===== config.mk =====
export PLATFORM = sky130hd
export DESIGN_NAME = way_victim_sel
export DESIGN_NICKNAME = d
export VERILOG_FILES = /design/src/rtl/way_victim_sel_pkg.sv /design/src/rtl/way_mask_bank.sv /design/src/rtl/way_victim_pick.sv /design/src/rtl/way_victim_sel.sv
export SDC_FILE = /design/constraint.sdc
export NUM_CORES = 1
export LEC_CHECK = 0
export ABC_AREA = 1
export BUFFER_PORTS_ARGS = -buffer_cell sky130_fd_sc_hd__buf_2
export CORE_MARGIN = 1.5
export CORE_UTILIZATION = 60
export DETAILED_ROUTE_END_ITERATION = 8
export GPL_TIMING_DRIVEN = 0
export HOLD_SLACK_MARGIN = 0.05
export PLACE_DENSITY = 0.86
export SETUP_SLACK_MARGIN = 0.5
export SLEW_MARGIN = 40
export SYNTH_ARGS = -nofsm -noshare
export SYNTH_HDL_FRONTEND = slang
export SYNTH_HIERARCHICAL = 1
export SYNTH_SLANG_ARGS = --single-unit

===== constraint.sdc =====
create_clock -name clk -period 8.08 [get_ports clk]
set_input_delay 1.616 -clock clk [delete_from_list [all_inputs] [get_ports clk]]
set_output_delay 1.616 -clock clk [all_outputs]
set_load 0.1 [all_outputs]

===== src/rtl/way_victim_sel_pkg.sv =====
package way_victim_sel_pkg;

   // requester class encoding, shared by the request and configuration ports
   localparam logic [1:0] KIND_CORE  = 2'd0;
   localparam logic [1:0] KIND_GRP_A = 2'd1;
   // values 2 and 3 both map to agent group B

   // index of the lowest set bit, 0 when none is set
   function automatic int unsigned lowest_set(input logic [63:0] vec, input int unsigned n);
      int unsigned idx;
      idx = 0;
      for (int i = 63; i >= 0; i--) begin
         if (i < n && vec[i]) idx = i;
      end
      return idx;
   endfunction

endpackage


===== src/rtl/way_mask_bank.sv =====
module way_mask_bank
   import way_victim_sel_pkg::*;
#(
   parameter int WAYS   = 8,
   parameter int CORES  = 4,
   parameter int CORE_W = (CORES > 1) ? $clog2(CORES) : 1
) (
   input  logic              clk,
   input  logic              rst_n,
   input  logic              cfg_we,
   input  logic [1:0]        cfg_kind,
   input  logic [CORE_W-1:0] cfg_core,
   input  logic [WAYS-1:0]   cfg_mask,
   input  logic [1:0]        req_kind,
   input  logic [CORE_W-1:0] req_core,
   output logic [WAYS-1:0]   req_mask
);

   logic [CORES-1:0][WAYS-1:0] core_mask_q;
   logic [WAYS-1:0]            grp_a_q;
   logic [WAYS-1:0]            grp_b_q;
   logic                       wr_ok;

   // a mask that forbids every way is refused
   assign wr_ok = cfg_we && !(&cfg_mask);

   for (genvar c = 0; c < CORES; c++) begin : g_core
      always_ff @(posedge clk) begin
         if (!rst_n)
            core_mask_q[c] <= '0;
         else if (wr_ok && cfg_kind == KIND_CORE && int'(cfg_core) == c)
            core_mask_q[c] <= cfg_mask;
      end

      a_r6_core_mask_not_full: assert property (@(posedge clk) disable iff (!rst_n)
         !(&core_mask_q[c]));
   end

   always_ff @(posedge clk) begin
      if (!rst_n) begin
         grp_a_q <= '0;
         grp_b_q <= '0;
      end else if (wr_ok) begin
         if (cfg_kind == KIND_GRP_A)
            grp_a_q <= cfg_mask;
         else if (cfg_kind[1])
            grp_b_q <= cfg_mask;
      end
   end

   always_comb begin
      req_mask = '0;
      if (req_kind == KIND_CORE) begin
         for (int c = 0; c < CORES; c++)
            if (int'(req_core) == c) req_mask = core_mask_q[c];
      end else if (req_kind == KIND_GRP_A) begin
         req_mask = grp_a_q;
      end else begin
         req_mask = grp_b_q;
      end
   end

   a_r6_reject_keeps_masks: assert property (@(posedge clk) disable iff (!rst_n)
      (cfg_we && &cfg_mask) |=> ($stable(core_mask_q) && $stable(grp_a_q) && $stable(grp_b_q)));

   a_r6_group_masks_not_full: assert property (@(posedge clk) disable iff (!rst_n)
      !(&grp_a_q) && !(&grp_b_q));

endmodule


===== src/rtl/way_victim_pick.sv =====
module way_victim_pick
   import way_victim_sel_pkg::*;
#(
   parameter int WAYS  = 8,
   parameter int WAY_W = $clog2(WAYS)
) (
   input  logic [WAYS-1:0]  mask,
   input  logic [WAYS-1:0]  valid,
   input  logic [WAYS-1:0]  dirty,
   input  logic [WAYS-1:0]  locked,
   input  logic [WAYS-1:0]  use_bit,
   output logic             found,
   output logic [WAY_W-1:0] way,
   output logic             victim_dirty,
   output logic [WAYS-1:0]  use_clear
);

   logic [WAYS-1:0] cand;
   logic [WAYS-1:0] cand_inv;
   logic [WAYS-1:0] cand_cold;

   for (genvar w = 0; w < WAYS; w++) begin : g_way
      assign cand[w]      = !mask[w] && !locked[w];
      assign cand_inv[w]  = cand[w] && !valid[w];
      assign cand_cold[w] = cand[w] && !use_bit[w];
   end

   always_comb begin
      logic [63:0] pick_vec;
      int unsigned idx;
      pick_vec = '0;
      use_clear = '0;
      if (|cand_inv)
         pick_vec[WAYS-1:0] = cand_inv;
      else if (|cand_cold)
         pick_vec[WAYS-1:0] = cand_cold;
      else begin
         pick_vec[WAYS-1:0] = cand;
         if (|cand) use_clear = ~locked;
      end
      idx = lowest_set(pick_vec, WAYS);
      found = |cand;
      way = found ? WAY_W'(idx) : '0;
      victim_dirty = found && valid[way] && dirty[way];
   end

endmodule


===== src/rtl/way_victim_sel.sv =====
module way_victim_sel
   import way_victim_sel_pkg::*;
#(
   parameter int WAYS   = 8,
   parameter int CORES  = 4,
   parameter int WAY_W  = $clog2(WAYS),
   parameter int CORE_W = (CORES > 1) ? $clog2(CORES) : 1
) (
   input  logic              clk,
   input  logic              rst_n,
   input  logic              cfg_we,
   input  logic [1:0]        cfg_kind,
   input  logic [CORE_W-1:0] cfg_core,
   input  logic [WAYS-1:0]   cfg_mask,
   input  logic              req_valid,
   input  logic              req_lock,
   input  logic [1:0]        req_kind,
   input  logic [CORE_W-1:0] req_core,
   input  logic [WAYS-1:0]   set_valid,
   input  logic [WAYS-1:0]   set_dirty,
   input  logic [WAYS-1:0]   set_locked,
   input  logic [WAYS-1:0]   set_use,
   output logic              rsp_valid,
   output logic              rsp_found,
   output logic [WAY_W-1:0]  rsp_way,
   output logic              rsp_dirty,
   output logic [WAYS-1:0]   upd_use_clear,
   output logic [WAYS-1:0]   upd_lock_set
);

   if (WAYS < 2 || WAYS > 64) begin : g_bad_ways
      $error("way_victim_sel: WAYS must be within 2..64");
   end
   if (CORES < 1) begin : g_bad_cores
      $error("way_victim_sel: CORES must be at least 1");
   end

   logic [WAYS-1:0]  req_mask;
   logic             pk_found;
   logic [WAY_W-1:0] pk_way;
   logic             pk_dirty;
   logic [WAYS-1:0]  pk_use_clear;

   way_mask_bank #(.WAYS(WAYS), .CORES(CORES), .CORE_W(CORE_W)) u_masks (
      .clk      (clk),
      .rst_n    (rst_n),
      .cfg_we   (cfg_we),
      .cfg_kind (cfg_kind),
      .cfg_core (cfg_core),
      .cfg_mask (cfg_mask),
      .req_kind (req_kind),
      .req_core (req_core),
      .req_mask (req_mask)
   );

   way_victim_pick #(.WAYS(WAYS), .WAY_W(WAY_W)) u_pick (
      .mask         (req_mask),
      .valid        (set_valid),
      .dirty        (set_dirty),
      .locked       (set_locked),
      .use_bit      (set_use),
      .found        (pk_found),
      .way          (pk_way),
      .victim_dirty (pk_dirty),
      .use_clear    (pk_use_clear)
   );

   always_ff @(posedge clk) begin
      if (!rst_n) begin
         rsp_valid     <= 1'b0;
         rsp_found     <= 1'b0;
         rsp_way       <= '0;
         rsp_dirty     <= 1'b0;
         upd_use_clear <= '0;
         upd_lock_set  <= '0;
      end else begin
         rsp_valid     <= req_valid;
         rsp_found     <= req_valid && pk_found;
         rsp_way       <= req_valid ? pk_way : '0;
         rsp_dirty     <= req_valid && pk_dirty;
         upd_use_clear <= req_valid ? pk_use_clear : '0;
         upd_lock_set  <= (req_valid && req_lock && pk_found) ? (WAYS'(1) << pk_way) : '0;
      end
   end

   a_r1_rsp_follows_req: assert property (@(posedge clk) disable iff (!rst_n)
      req_valid |=> rsp_valid);

   a_r1_no_spurious_rsp: assert property (@(posedge clk) disable iff (!rst_n)
      !req_valid |=> !rsp_valid);

   a_r3_never_locked_victim: assert property (@(posedge clk) disable iff (!rst_n)
      (req_valid && !$past(!rst_n)) |=> (!rsp_found || ((set_locked_q >> rsp_way) & 1) == 0));

   a_r9_clear_spares_locked: assert property (@(posedge clk) disable iff (!rst_n)
      req_valid |=> ((upd_use_clear & set_locked_q) == '0));

   a_r11_fail_is_quiet: assert property (@(posedge clk) disable iff (!rst_n)
      (rsp_valid && !rsp_found) |-> (upd_use_clear == '0 && upd_lock_set == '0 && !rsp_dirty));

   a_r12_lock_onehot: assert property (@(posedge clk) disable iff (!rst_n)
      $onehot0(upd_lock_set) && (upd_lock_set == '0 || rsp_found));

   // copy of the request's lock bits, used only by the checks above
   logic [WAYS-1:0] set_locked_q;
   always_ff @(posedge clk) begin
      if (!rst_n) set_locked_q <= '0;
      else        set_locked_q <= set_locked;
   end

endmodule


After elaboration in Yosys (flattened, before gate mapping)
Cells that the tools add are included.

Magnitude comparators: 1. Equal/unequal tests: 8. Shift operators: 1. Muxes and demuxes: 21. Bitwise logic cells: 5. Reduce and logical (&&, ||, !) cells: 82.

Operators with widths (number): $mux 8 (8); $logic_and 1x1->1 (36); $logic_not 1->1 (33); $mux 3 (9); $reduce_or 8->1 (3); $reduce_or 19->1 (1); $eq 2x1->1 const B (4); $eq 2x2->1 const B (4); $logic_not 2->1 (4); $not 8->8 (1); $reduce_and 8->1 (1); $shl 1x3->8 const A (1); $bmux 1 s3 (2); $reduce_and 2->1 (3); $lt 3x4->1 const B (1); $not 1->1 (4); $reduce_and 3->1 (1); $mux 1 (2).

Flip-flop bits (word level): 70. Output and inout port bits: 22. Word-level logic and storage cells: 130.

Depth between registers and ports, before layout
Gate-level depths: netlist of the first run.

Depth after elaboration: 26. Gate-level depth with buffers: 28.

By module
The synthesis of the first run kept the hierarchy.

Modules (own cells, without submodules): way_mask_bank (instances 1, cells each 385, area each 2482.4 um^2, sequential area each 960.9 um^2); way_victim_pick (instances 1, cells each 139, area each 740.7 um^2, sequential area each 0.0 um^2); way_victim_sel (instances 1, cells each 65, area each 625.6 um^2, sequential area each 440.4 um^2).

Worst setup path after synthesis of the first run
No wires, ideal clock.

Kind: input -> register. Start point: input port req_core[0]. End point: register rsp_dirty. Arrival: 3628 ps. Setup slack: 4336 ps. Stages: 24. Buffers on the path: 0. Cells stage by stage: inv_1 -> nor2_1 -> nand2_1 -> nand3_1 -> o21ai_0 -> nand3_1 -> nor2_4 -> nand2_1 -> nand2_1 -> nor2_4 -> nand2_4 -> inv_4 -> nand3_1 -> nand3_2 -> and2_4 -> nand2_2 -> a21oi_4 -> inv_2 -> nand3_1 -> nand2_1 -> nand2_1 -> nand2_1 -> inv_1 -> nor2_1.

Longest elaborated chain between the ends: 26. Elaborated cells on any way between the ends: 62. Classes of those cells: eq/ne: 3; mux: 20; reduce/logical: 39.

RTL lines: from (decl) (RTL line way_victim_sel.sv:18) `input logic [CORE_W-1:0] req_core,`; $logic_not 2->1 (RTL line way_mask_bank.sv:55) `if (int'(req_core) == c) req_mask = core_mask_q[c];`; $mux 8 (3 in series) (RTL line way_mask_bank.sv:55); $mux 8 (*) (RTL line way_mask_bank.sv:55); $mux 8 (*) (RTL line way_mask_bank.sv:53) `if (req_kind == KIND_CORE) begin`; via req_mask[0] (RTL line way_victim_sel.sv:38) `logic [WAYS-1:0] req_mask;`; $logic_not 1->1 (*) (RTL line way_victim_pick.sv:23) `assign cand[w] = !mask[w] && !locked[w];`; $logic_and 1x1->1 (*) (RTL line way_victim_pick.sv:23); $logic_and 1x1->1 (RTL line way_victim_pick.sv:25) `assign cand_cold[w] = cand[w] && !use_bit[w];`; (+11 left out); $mux 3 (*) (RTL line way_victim_pick.sv:43) `way = found ? WAY_W'(idx) : '0;`; via pk_way[1] (RTL line way_victim_sel.sv:40) `logic [WAY_W-1:0] pk_way;`; $bmux 1 s3 (RTL line way_victim_pick.sv:44) `victim_dirty = found && valid[way] && dirty[way];`; $mux 1 (not written as such) (RTL line way_victim_pick.sv:44); $logic_and 1x1->1 (RTL line way_victim_pick.sv:44); $logic_and 1x1->1 (*) (RTL line way_victim_pick.sv:44); via pk_dirty (RTL line way_victim_sel.sv:41) `logic pk_dirty;`; $logic_and 1x1->1 (*) (RTL line way_victim_sel.sv:80) `rsp_dirty <= req_valid && pk_dirty;`; to (signal assigned) (RTL line way_victim_sel.sv:80); to (decl) (RTL line way_victim_sel.sv:26) `output logic rsp_dirty,`.

The timed path passes the listed nets; every way through them passes the cells marked *. The select of a mux whose other input is x is not followed. A chain may end at the register's enable or synchronous reset.

Worst setup path after layout of the first run
Start point: input port req_core[0]. End point: register upd_lock_set[2].

Longest elaborated chain between the ends: 22. Elaborated cells on any way between the ends: 58. Classes of those cells: eq/ne: 3; shift: 1; mux: 16; reduce/logical: 38.

RTL lines: $logic_not 2->1 (RTL line way_mask_bank.sv:55); $mux 8 (3 in series) (RTL line way_mask_bank.sv:55); $mux 8 (*) (RTL line way_mask_bank.sv:55); $mux 8 (*) (RTL line way_mask_bank.sv:53); via req_mask[1] (RTL line way_victim_sel.sv:38); $logic_not 1->1 (*) (RTL line way_victim_pick.sv:23); $logic_and 1x1->1 (*) (RTL line way_victim_pick.sv:23); $logic_and 1x1->1 (RTL line way_victim_pick.sv:25); $reduce_or 8->1 (RTL line way_victim_pick.sv:35) `else if (|cand_cold)`; $mux 8 (RTL line way_victim_pick.sv:35); $mux 8 (RTL line way_victim_pick.sv:33) `if (|cand_inv)`; $mux 3 (8 in series) (RTL line way_victim_sel_pkg.sv:13) `if (i < n && vec[i]) idx = i;`; $mux 3 (*) (RTL line way_victim_pick.sv:43); via pk_way[2] (RTL line way_victim_sel.sv:40); $shl 1x3->8 (*) (RTL line way_victim_sel.sv:82) `upd_lock_set <= (req_valid && req_lock && pk_found) ? (WAYS'(1) << pk_way) : '0;`; to (signal assigned) (RTL line way_victim_sel.sv:82); to (decl) (RTL line way_victim_sel.sv:28) `output logic [WAYS-1:0] upd_lock_set`.

The timed path passes the listed nets; every way through them passes the cells marked *.

==> results by group, run 1 <==
Placement
  • # port buffers: 72
  • Post-detail-place hpwl: about 7400 microns
  • DP Cell Count: between 700 and 800
  • Worst slack at placement: between 3 and 4 ns
  • Final RePlAce weighted congestion: about 0.92

Clocking
  • Inserted Clock Buffers: 9
  • CTS tree: built
  • Hold_buf cts: 0
  • Clk Latency, worst-skew pair: about 0.33 ns
  • Setup repair bufs after CTS: 0
  • Max H-tree Level: 3
  • Clk slew on worst S/H paths: roughly 0.07 ns
  • Cts repair resizes: 0
  • Root Driver: clkbuf_8
  • Max clock buf depth: 2
  • CTS sink cnt: 70

Drt
  • Drt first-iter violations: between 300 and 400
  • Routed Antenna Nets: 0
  • Final Routed Wirelength: between 9000 and 10000 microns
  • Drt via density: 5.12
  • Wire per inst: roughly 13 microns
  • DR vias: ~3800
  • # DRC: 0
  • TritonRoute pass-1 iters: 5

Worst hold path
  • Worst hold path class: register to register
  • WHS Endpoint: u_masks/grp_a_q[2]$_SDFFE_PN0P_
  • Hold path start: u_masks/grp_a_q[2]$_SDFFE_PN0P_
  • Hold depth: 2

Global route
  • Vias in the first global route: ~3600
  • GR Overflow Total: 0
  • First-pass GRT wire length: 16200 microns
  • Largest net degree at the start of global routing: 11
  • Initial antenna violation count: 0
  • GR Util All Layers: ~29%

Setup path
  • FF-to-FF Start: u_masks/core_mask_q[6]$_SDFFE_PN0P_
  • CP Data Arrival Time: around 4.5 ns
  • Worst Path Required: 8.30 ns
  • Setup crit end kind: register
  • Reg2reg end: upd_lock_set[2]$_SDFF_PP0_
  • Setup CP Type: primary input to register
  • R2r setup slk: ~5 ns
  • Worst R2R Path Depth: 19
  • Crit start category: primary input
  • CP max FO: 8

Synth
  • Commonest cells post-synth: nand2_1 (186), nor2_1 (119), inv_1 (86)
  • EDFF count, synth: 0
  • Syn nets: 642
  • Post-Syn Area: 3850 sq um
  • Count leader, synth: nand2_1
  • Yosys warning count: 6
  • FF+latch count, synth: 70
  • Main flop type after synthesis: dfxtp_1
  • Distinct cells, synth: 32
  • Synth area leader: dfxtp_1
  • Sequential-to-total area share from yosys stat: 36.4%
  • Area share of the largest cell type after synthesis: between 30% and 40%
  • Area contributors post-synth: dfxtp_1 (36%), nand2_1 (18%), nor2_1 (12%)
  • Avg Cell Area, Syn: between 6 and 7 sq um
  • Async S/R FF share, synth: 0%
  • Synth Instances: approximately 600

STA
  • Final setup vio count: 0
  • Max-slew violations: 0
  • Worst relative slew slack: 60.8%
  • Highest clock rate: approximately 0.23 GHz
  • Setup TNS: 0 ns
  • Final min period: around 4.3 ns
  • WHS: roughly 0.46 ns
  • Final Hold Fails: 0
  • Worst-Margin Slew: about 0.6 ns
  • Clock skew: 0.00729 ns
  • RSZ-0062 raised after global routing: false
  • Final worst setup slack: approximately 3.8 ns
  • Period utilisation layout: a little over half

Layout
  • Nets: ~730
  • Number of diodes: 0
  • P&R area growth vs syn: 16.3%
  • Layout Cells excl Fill: 750
  • Fraction of layout cells with a size suffix above 1: roughly 22%

Floorplan
  • Die Y-Extent: between 80 and 90 microns
  • Starting Density: a little under two thirds
  • Die area: 6900 sq um
  • Core area: 6060 sq um
  • Row cnt: 28
  • Die width: just over 80 microns
  • I/O pin count: 75

Status
  • Status: complete, no violations

Pwr
  • Pwr/cell area: roughly 170 nW/um^2
  • Pleak: between 2 and 2.5 nW
  • Peak supply drop: around 130 uV

Flow run
  • Max-cap violation count: 0
[layout by cell type (no fill, tap or decap), types with 2 or more instances in the layout]
master / n
a21boi_0: 2
a21boi_1: 8
a21oi_4: 2
and2_4: 2
buf_2: 76
buf_6: 6
clkbuf_1: 6
clkbuf_8: 12
dfxtp_1: 70
inv_1: 86
inv_2: 4
nand2_1: 186
nand2_2: 10
nand2_4: 3
nand3_1: 23
nand3_2: 5
nand4_1: 10
nand4_4: 4
nor2_1: 119
nor2_2: 12
nor2_4: 6
o2111ai_1: 3
o21ai_0: 7
o22ai_1: 3
[cell families (layout without fill, tap and decap cells)]
kind of cell | after synthesis | count (layout) | synth area share (%)
buf+inv | 107 | 193 | 11.8
compound gates | 30 | 30 | 6.92
simple gates | 382 | 382 | 44.8
flops | 70 | 70 | 36.4
[power breakdown]
part / internal, W / switching (W) / leakage [nW]
Sequential: 0.000355 / 0.00000399 / 0.568
Clock: 0.000133 / 0.000119 / 0.0914
Combinational: 0.0000466 / 0.000111 / 1.74
Total: 0.000535 / 0.000233 / 2.40
[layout make-up]
cell class              count  area [sq um]
clock buffers              13           169
multi-input cells         412          1990
fillers                   491          1580
inverters                  91           344
flip-flops and latches     70          1400
clock inverters             1          5.00
well taps                  75          93.8
repair buffers             72           360
plain buffers              16           111
[registers in the layout, indices dropped and copies added, names as in the netlist, 3 cells and up]
name and cells:
u_masks/core_mask_q 32, u_masks/grp_b_q 8, upd_lock_set 8, upd_use_clear 8, u_masks/grp_a_q 8, rsp_way 3
[worst max path at each step]
stage	slack, ns	startpoint	end	depth (start not counted)
floorplan	4.34	req_core[0]	rsp_dirty$_SDFF_PN0_	24
global placement	3.62	req_core[0]	upd_lock_set[3]$_SDFF_PP0_	22
detailed placement	3.50	req_core[0]	upd_lock_set[1]$_SDFF_PP0_	22
CTS	3.82	req_core[0]	upd_lock_set[1]$_SDFF_PP0_	22
global route	3.66	req_core[0]	upd_lock_set[1]$_SDFF_PP0_	22
finish	3.78	req_core[0]	upd_lock_set[2]$_SDFF_PP0_	22
[stage by stage]
stage	util (%)	power [W]	cell area, sq um
2_1_floorplan	-	0.000477	3850
3_3_place_gp	71.0	0.000516	4300
3_5_place_dp	71.0	0.000521	4300
4_1_cts	73.9	0.000770	4480
5_1_grt	73.9	0.000802	4480
6_report	73.9	0.000768	4480
[per-layer routing]
metal | routed length, microns | share of wire (%) | vias up | global-route usage [%]
met2 | 4910 | 50 | 163 | 50.8
met1 | 4100 | 42 | 1727 | 35.3
met3 | 739 | 7.5 | 8 | 4.87
li1 | - | - | 1943 | -
met4 | 108 | 1.1 | 0 | 9.70
met5 | 0 | 0 | - | 0
[worst max-delay path, stage by stage]
cell	delay [ns]
buf_2	0.12
inv_1	0.06
nor2_1	0.12
nand2_1	0.09
nand3_1	0.07
o21ai_0	0.27
nand3_1	0.11
nor2_1	0.35
nand2_1	0.16
nand2_2	0.10
nor2_2	0.05
nand2_4	0.11
inv_4	0.08
o211ai_2	0.06
and2_4	0.17
inv_2	0.03
nor2_2	0.14
nand3_1	0.16
a41oi_2	0.32
inv_1	0.13
nand3_2	0.13
nor2_1	0.05
Power figures use the tool's default switching activity.
==> run 2, diff against run 1 <==
Settings changed: ABC_AREA 1 to 0, CORE_UTILIZATION 60 to 54, PLACE_DENSITY 0.86 to 0.79.
Clock period 8.08 ns to 4 ns, I/O delays scaled along.
==> results by group, run 2 <==
STA
  • Final worst setup slack: 0.490 ns
  • Final Hold Fails: 0
  • Final setup vio count: 0
  • Worst relative slew slack: 65.1%
  • Period utilisation layout: between 80 and 90%
  • Highest clock rate: ~0.28 GHz
  • Setup TNS: 0 ns
  • Worst-Margin Slew: about 0.52 ns
  • Clock skew: about 0.013 ns
  • Final min period: 3.51 ns
  • Max-slew violations: 0
  • RSZ-0062 raised after global routing: true

Synth
  • Area share of the largest cell type after synthesis: 40.1%
  • Commonest cells post-synth: nand2_1 (71), dfxtp_1 (70), mux2i_1 (49)
  • Post-Syn Area: about 3500 sq um
  • Avg Cell Area, Syn: between 9 and 10 sq um
  • EDFF count, synth: 0
  • Post-synthesis compound-gate area fraction: 12.5%
  • Async S/R FF share, synth: 0%
  • Post-synthesis adder-cell area fraction: 0%
  • Simple-gate share of the synthesized area: 26.1%
  • XOR/XNOR Fraction of Synth Area: 0%
  • Proportion of synthesized area in mux cells: a little under a fifth
  • Main flop type after synthesis: dfxtp_1
  • Count leader, synth: nand2_1
  • Distinct cells, synth: 42
  • Synth area leader: dfxtp_1
  • Area contributors post-synth: dfxtp_1 (40%), mux2i_1 (14%), nand2_1 (7.6%)
  • Largest family of logic cells by synthesized area: simple AND/OR/NAND/NOR gates
  • Yosys warning count: 6
  • Synth Instances: approximately 350
  • FF+latch count, synth: 70
  • Syn nets: 405
  • Sequential-to-total area share from yosys stat: between 40% and 50%

Setup path
  • CP Data Arrival Time: between 3 and 4 ns
  • Reg2reg end: rsp_dirty$_SDFF_PN0_
  • Setup CP Type: primary input to register
  • FF-to-FF Start: u_masks/core_mask_q[24]$_SDFFE_PN0P_
  • R2r setup slk: just over 0.8 ns
  • Setup crit end kind: register
  • Bufs and invs on worst path: 2
  • Worst Path Required: 4.25 ns
  • Crit path cell chain: buf_6 > mux4_2 > a221o_1 > nor3_2 > nor4_4 > and2_2 > a211oi_4 > buf_4 > o41ai_1 > a221oi_1 > mux2i_1 > and3_1
  • Max stage delay cell, worst path: mux4_2
  • Top Family by Delay on Critical Path: compound AO/OA/AOI/OAI gates
  • CP max FO: 8
  • Crit start category: primary input
  • Worst R2R Path Depth: 11
  • Crit path largest cell delay: 0.55 ns

Global route
  • GR Overflow Total: 0
  • Largest net degree at the start of global routing: 15
  • GR Util All Layers: between 20% and 30%
  • Initial antenna violation count: 0
  • Vias in the first global route: just over 3000
  • First-pass GRT wire length: 14900 microns

Placement
  • Final RePlAce weighted congestion: between 0.9 and 1
  • # port buffers: 70
  • Post-detail-place hpwl: about 7000 microns
  • Worst slack at placement: -0.358 ns
  • DP Cell Count: around 500
  • Post-Place Cell Area: slightly below 4000 sq um

Layout
  • P&R area growth vs syn: 23.7%
  • Layout Cells excl Fill: between 500 and 600
  • Nets: roughly 490
  • Fraction of layout cells with a size suffix above 1: a little over a third
  • Most frequent cells in the layout: nand2_1 (70), buf_2 (70), dfxtp_1 (70)
  • Number of diodes: 0
  • Max reg flops: 32
  • Most flop-heavy register: u_masks/core_mask_q
  • Filler Cell Count: around 490
  • Final instance area: roughly 4300 sq um

Pwr
  • Pleak: between 2 and 2.5 nW
  • Power Total: approximately 0.0016 W
  • Switching fraction of total power: 30.5%
  • Peak supply drop: around 340 uV
  • Register share of total power: between 40% and 50%
  • Logic pwr share: a little under a fifth
  • Switch Pwr: between 0.0004 and 0.0005 W
  • Cell Int Power: between 0.001 and 0.0015 W
  • Pwr/cell area: roughly 370 nW/um^2
  • Clock power frac: a little under two fifths

Drt
  • # DRC: 0
  • Final Routed Wirelength: 9190 microns
  • Drt first-iter violations: approximately 160
  • Wire per inst: ~18 microns
  • Routed Antenna Nets: 0
  • Drt via density: between 5 and 6
  • DR vias: approximately 3000
  • TritonRoute pass-1 iters: 4

Floorplan
  • Die Y-Extent: 83.5 microns
  • Die width: between 80 and 90 microns
  • Row cnt: 29
  • Starting Density: a little under three fifths
  • Core area: between 6000 and 7000 sq um
  • I/O pin count: 75
  • Die area: between 6000 and 7000 sq um

Clocking
  • CTS tree: built
  • Max H-tree Level: 3
  • Max clock buf depth: 2
  • Clk Latency, worst-skew pair: ~0.35 ns
  • Inserted Clock Buffers: 9
  • Root Driver: clkbuf_8
  • CTS sink cnt: 70
  • Clk slew on worst S/H paths: roughly 0.08 ns

Worst hold path
  • Hold depth: 2
  • Worst hold path class: register to register
  • WHS Endpoint: u_masks/core_mask_q[12]$_SDFFE_PN0P_
  • Hold path start: u_masks/core_mask_q[12]$_SDFFE_PN0P_

Flow run
  • Max-cap violation count: 0

Status
  • Status: complete, no violations
run 2: worst max-delay path by stage:
stage / endpoint / slack (ns) / from / depth (start not counted)
global route: rsp_dirty$_SDFF_PN0_ / 0.42 / req_core[0] / 13
detailed placement: upd_lock_set[4]$_SDFF_PN0_ / -0.36 / req_core[1] / 12
global placement: upd_lock_set[4]$_SDFF_PN0_ / -0.31 / req_core[1] / 12
floorplan: upd_lock_set[4]$_SDFF_PN0_ / 0.48 / req_core[0] / 12
finish: rsp_dirty$_SDFF_PN0_ / 0.49 / req_core[0] / 12
CTS: rsp_dirty$_SDFF_PN0_ / 0.46 / req_core[0] / 13
run 2: power groups by stage:
stage                     logic [W]  registers (W)  clock network [W]
after floorplan            0.000141       0.000773                  0
after global placement     0.000259       0.000735                  0
after global routing       0.000311       0.000721           0.000628
after detailed placement   0.000262       0.000735                  0
final                      0.000291       0.000719           0.000587
after CTS                  0.000270       0.000719           0.000595
run 2: layout make-up:
type / count / area, sq um / share of cell area, %
plain buffers: 16 / 81.3 / 1.88
inverters: 2 / 7.51 / 0.173
well taps: 77 / 96.3 / 2.23
clock inverters: 7 / 80.1 / 1.85
clock buffers: 9 / 124 / 2.86
multi-input cells: 264 / 2170 / 50.2
flip-flops and latches: 70 / 1400 / 32.4
repair buffers: 72 / 365 / 8.44
run 2: kinds of logic (layout without fill, tap and decap cells):
group,Yosys count,after routing
flip-flops,70,70
multiplexers,57,57
AO/OA/AOI/OAI,40,40
buffers and inverters,18,106
AND/OR/NAND/NOR,167,167
run 2: repair_timing:
action / 4_1_cts / 5_1_grt
resized for setup: 10 / 29
setup buffers: 1 / 1
pin swaps: 1 / 12
cloned: 0 / 0
hold buffers: 0 / 0
setup endpoints to repair: 12 / 12
run 2: worst register-to-register path, stage by stage (launching register included):
cell and delay (ns):
dfxtp_1 0.32, mux4_2 0.50, a221o_1 0.40, nor3_2 0.32, nor4_4 0.08, and2_2 0.26, a211oi_4 0.30, buf_4 0.19
o41ai_1 0.08, a221oi_1 0.31, mux2i_1 0.12, and3_1 0.20
run 2: layer usage:
| layer | share of wire (%) | global-route usage, % | wire length (microns) |
|---|---|---|---|
| met4 | 2.4 | 12.2 | 222 |
| met5 | 0 | 0 | 0 |
| met3 | 5.4 | 6.43 | 498 |
| met2 | 51 | 46.6 | 4680 |
| met1 | 41 | 31.5 | 3790 |
run 2: through the flow:
step,utilization [%],hold slack [ns]
6_report,68.5,0.463
5_1_grt,68.5,0.481
4_1_cts,66.5,0.464
3_5_place_dp,62.6,0.452
3_3_place_gp,62.6,0.442
2_1_floorplan,-,0.435
==> run 3, diff against run 2 <==
Settings changed: CORE_ASPECT_RATIO set to 0.9, CORE_UTILIZATION 54 to 49, PLACE_DENSITY 0.79 to 0.76.
Clock period 4 ns to 2.8 ns, I/O delays scaled along.
==> results by group, run 3 (synthesis results as in run 2) <==
Status
  • Status: complete, but fails checks
  • Failing checks: negative setup slack

Pwr
  • Pwr/cell area: around 510 nW/um^2
  • Logic pwr share: between 20% and 30%
  • Switch Pwr: slightly below 0.0007 W
  • Clock power frac: roughly 36%
  • Peak supply drop: about 400 uV
  • Power Total: approximately 0.0024 W
  • Cell Int Power: ~0.0017 W
  • Switching fraction of total power: between 20% and 30%
  • Pleak: between 2 and 2.5 nW
  • Register share of total power: 43.1%

Worst hold path
  • Worst hold path class: register to register
  • Hold path start: u_masks/core_mask_q[1]$_SDFFE_PN0P_
  • WHS Endpoint: u_masks/core_mask_q[1]$_SDFFE_PN0P_
  • Hold depth: 2

Clocking
  • Max H-tree Level: 3
  • Root Driver: clkbuf_8
  • CTS sink cnt: 70
  • Clk Latency, worst-skew pair: approximately 0.35 ns
  • Inserted Clock Buffers: 9
  • CTS tree: built
  • Max clock buf depth: 2
  • Hold_buf cts: 0
  • Clk slew on worst S/H paths: roughly 0.070 ns

Global route
  • GR Util All Layers: approximately 25%
  • GR Overflow Total: 0
  • First-pass GRT wire length: roughly 15000 microns
  • Vias in the first global route: 3012
  • Largest net degree at the start of global routing: 12
  • Initial antenna violation count: 0

Setup path
  • Setup crit end kind: register
  • Setup CP Type: primary input to register
  • Reg2reg end: upd_lock_set[4]$_SDFF_PN0_
  • CP max FO: 9
  • R2r setup slk: -0.16 ns
  • Worst Path Required: about 3.1 ns
  • CP Data Arrival Time: around 3.3 ns
  • Crit start category: primary input
  • Worst R2R Path Depth: 11
  • FF-to-FF Start: u_masks/core_mask_q[29]$_SDFFE_PN0P_

Drt
  • Drt first-iter violations: 169
  • Routed Antenna Nets: 0
  • WL met2: 4400 microns
  • Routed wl met3: slightly below 500 microns
  • WL met1: 4220 microns
  • Wire per inst: 17.1 microns
  • DR vias: 3035
  • TritonRoute pass-1 iters: 4
  • Drt via density: approximately 5.6
  • Highest Signal Layer: met4
  • Final Routed Wirelength: about 9300 microns
  • # DRC: 0

Floorplan
  • Die Y-Extent: slightly above 80 microns
  • Starting Density: between 50 and 60%
  • Core area: 6970 sq um
  • Die width: 92.1 microns
  • Row cnt: 29
  • I/O pin count: 75
  • Die area: around 7700 sq um

STA
  • Period utilisation layout: 108%
  • Final min period: between 3 and 4 ns
  • Worst relative slew slack: between 60% and 70%
  • Max-slew violations: 0
  • Highest clock rate: between 0.3 and 0.4 GHz
  • Final worst setup slack: -0.217 ns
  • Final setup vio count: 12
  • Final Hold Fails: 0
  • Clock skew: 0.00564 ns
  • Worst-Margin Slew: 0.524 ns
  • RSZ-0062 raised after global routing: true
  • Setup TNS: -1.74 ns

Layout
  • Nets: 498
  • Number of diodes: 0
  • Most frequent cells in the layout: buf_2 (71), nand2_1 (70), dfxtp_1 (70)
  • Most flop-heavy register: u_masks/core_mask_q
  • Fraction of layout cells with a size suffix above 1: around 42%
  • P&R area growth vs syn: 34.2%
  • Leading cell type in the layout, fill and taps excluded: buf_2
  • Max reg flops: 32

Placement
  • # port buffers: 70
  • Post-detail-place hpwl: approximately 6600 microns
  • Final RePlAce weighted congestion: 0.859

Flow run
  • Max-cap violation count: 0
-- run 3: worst max path at each step --
stage / from / endpoint / slack [ns] / cells after the start
5_1_grt: req_kind[1] / upd_lock_set[3]$_SDFF_PP0_ / -0.38 / 15
3_3_place_gp: req_kind[0] / rsp_dirty$_SDFF_PN0_ / -0.66 / 13
3_5_place_dp: req_kind[0] / upd_lock_set[0]$_SDFF_PP0_ / -0.67 / 12
2_1_floorplan: req_core[0] / rsp_dirty$_SDFF_PN0_ / -0.21 / 12
6_report: req_core[0] / upd_lock_set[4]$_SDFF_PN0_ / -0.22 / 12
4_1_cts: req_core[0] / upd_lock_set[0]$_SDFF_PP0_ / -0.13 / 13
-- run 3: cell type report --
type / instances / area (sq um)
clock inverters: 2 / 38.8
plain buffers: 16 / 118
well taps: 93 / 116
inverters: 2 / 7.51
multi-input cells: 264 / 2360
fillers: 531 / 2270
clock buffers: 14 / 173
flip-flops and latches: 70 / 1400
repair buffers: 82 / 478
-- run 3: power groups by stage --
stage / combinational [W] / clock, W / sequential, W
2_1_floorplan: 0.000231 / 0 / 0.00110
3_3_place_gp: 0.000403 / 0 / 0.00105
3_5_place_dp: 0.000407 / 0 / 0.00105
4_1_cts: 0.000465 / 0.000869 / 0.00103
5_1_grt: 0.000536 / 0.000912 / 0.00103
6_report: 0.000504 / 0.000855 / 0.00103
-- run 3: critical path, cell delays in order --
cell,delay (ns)
buf_12,0.12
mux4_2,0.52
a221o_1,0.41
nor3_2,0.21
nor4_4,0.09
nand2_4,0.19
a221oi_4,0.10
a21o_1,0.22
a211oi_4,0.24
a21boi_2,0.22
clkbuf_8,0.18
nor4b_2,0.20
-- run 3: timing repair --
item / in CTS / in global routing
hold endpoints to repair: 0 / 0
setup buffers: 9 / 2
gates cloned: 0 / 1
endpoints found under the setup margin: 20 / 20
gates resized for setup: 35 / 13
pin swaps: 16 / 6
-- run 3: through the flow --
stage | instances | area, sq um | worst slack, ns | util (%) | hold slack [ns]
floorplan | 352 | 3670 | -0.207 | - | 0.435
global placement | 515 | 4140 | -0.657 | 59.4 | 0.442
detailed placement | 515 | 4140 | -0.674 | 59.4 | 0.452
CTS | 540 | 4600 | -0.132 | 66.1 | 0.462
global route | 543 | 4690 | -0.377 | 67.4 | 0.477
finish | 543 | 4690 | -0.217 | 67.4 | 0.461
-- run 3: routing by layer --
layer  vias up  GRT usage (%)
li1       1474              -
met1      1456           33.2
met2        89           39.4
met3        16           5.49
met4         0           10.5
met5         -              0
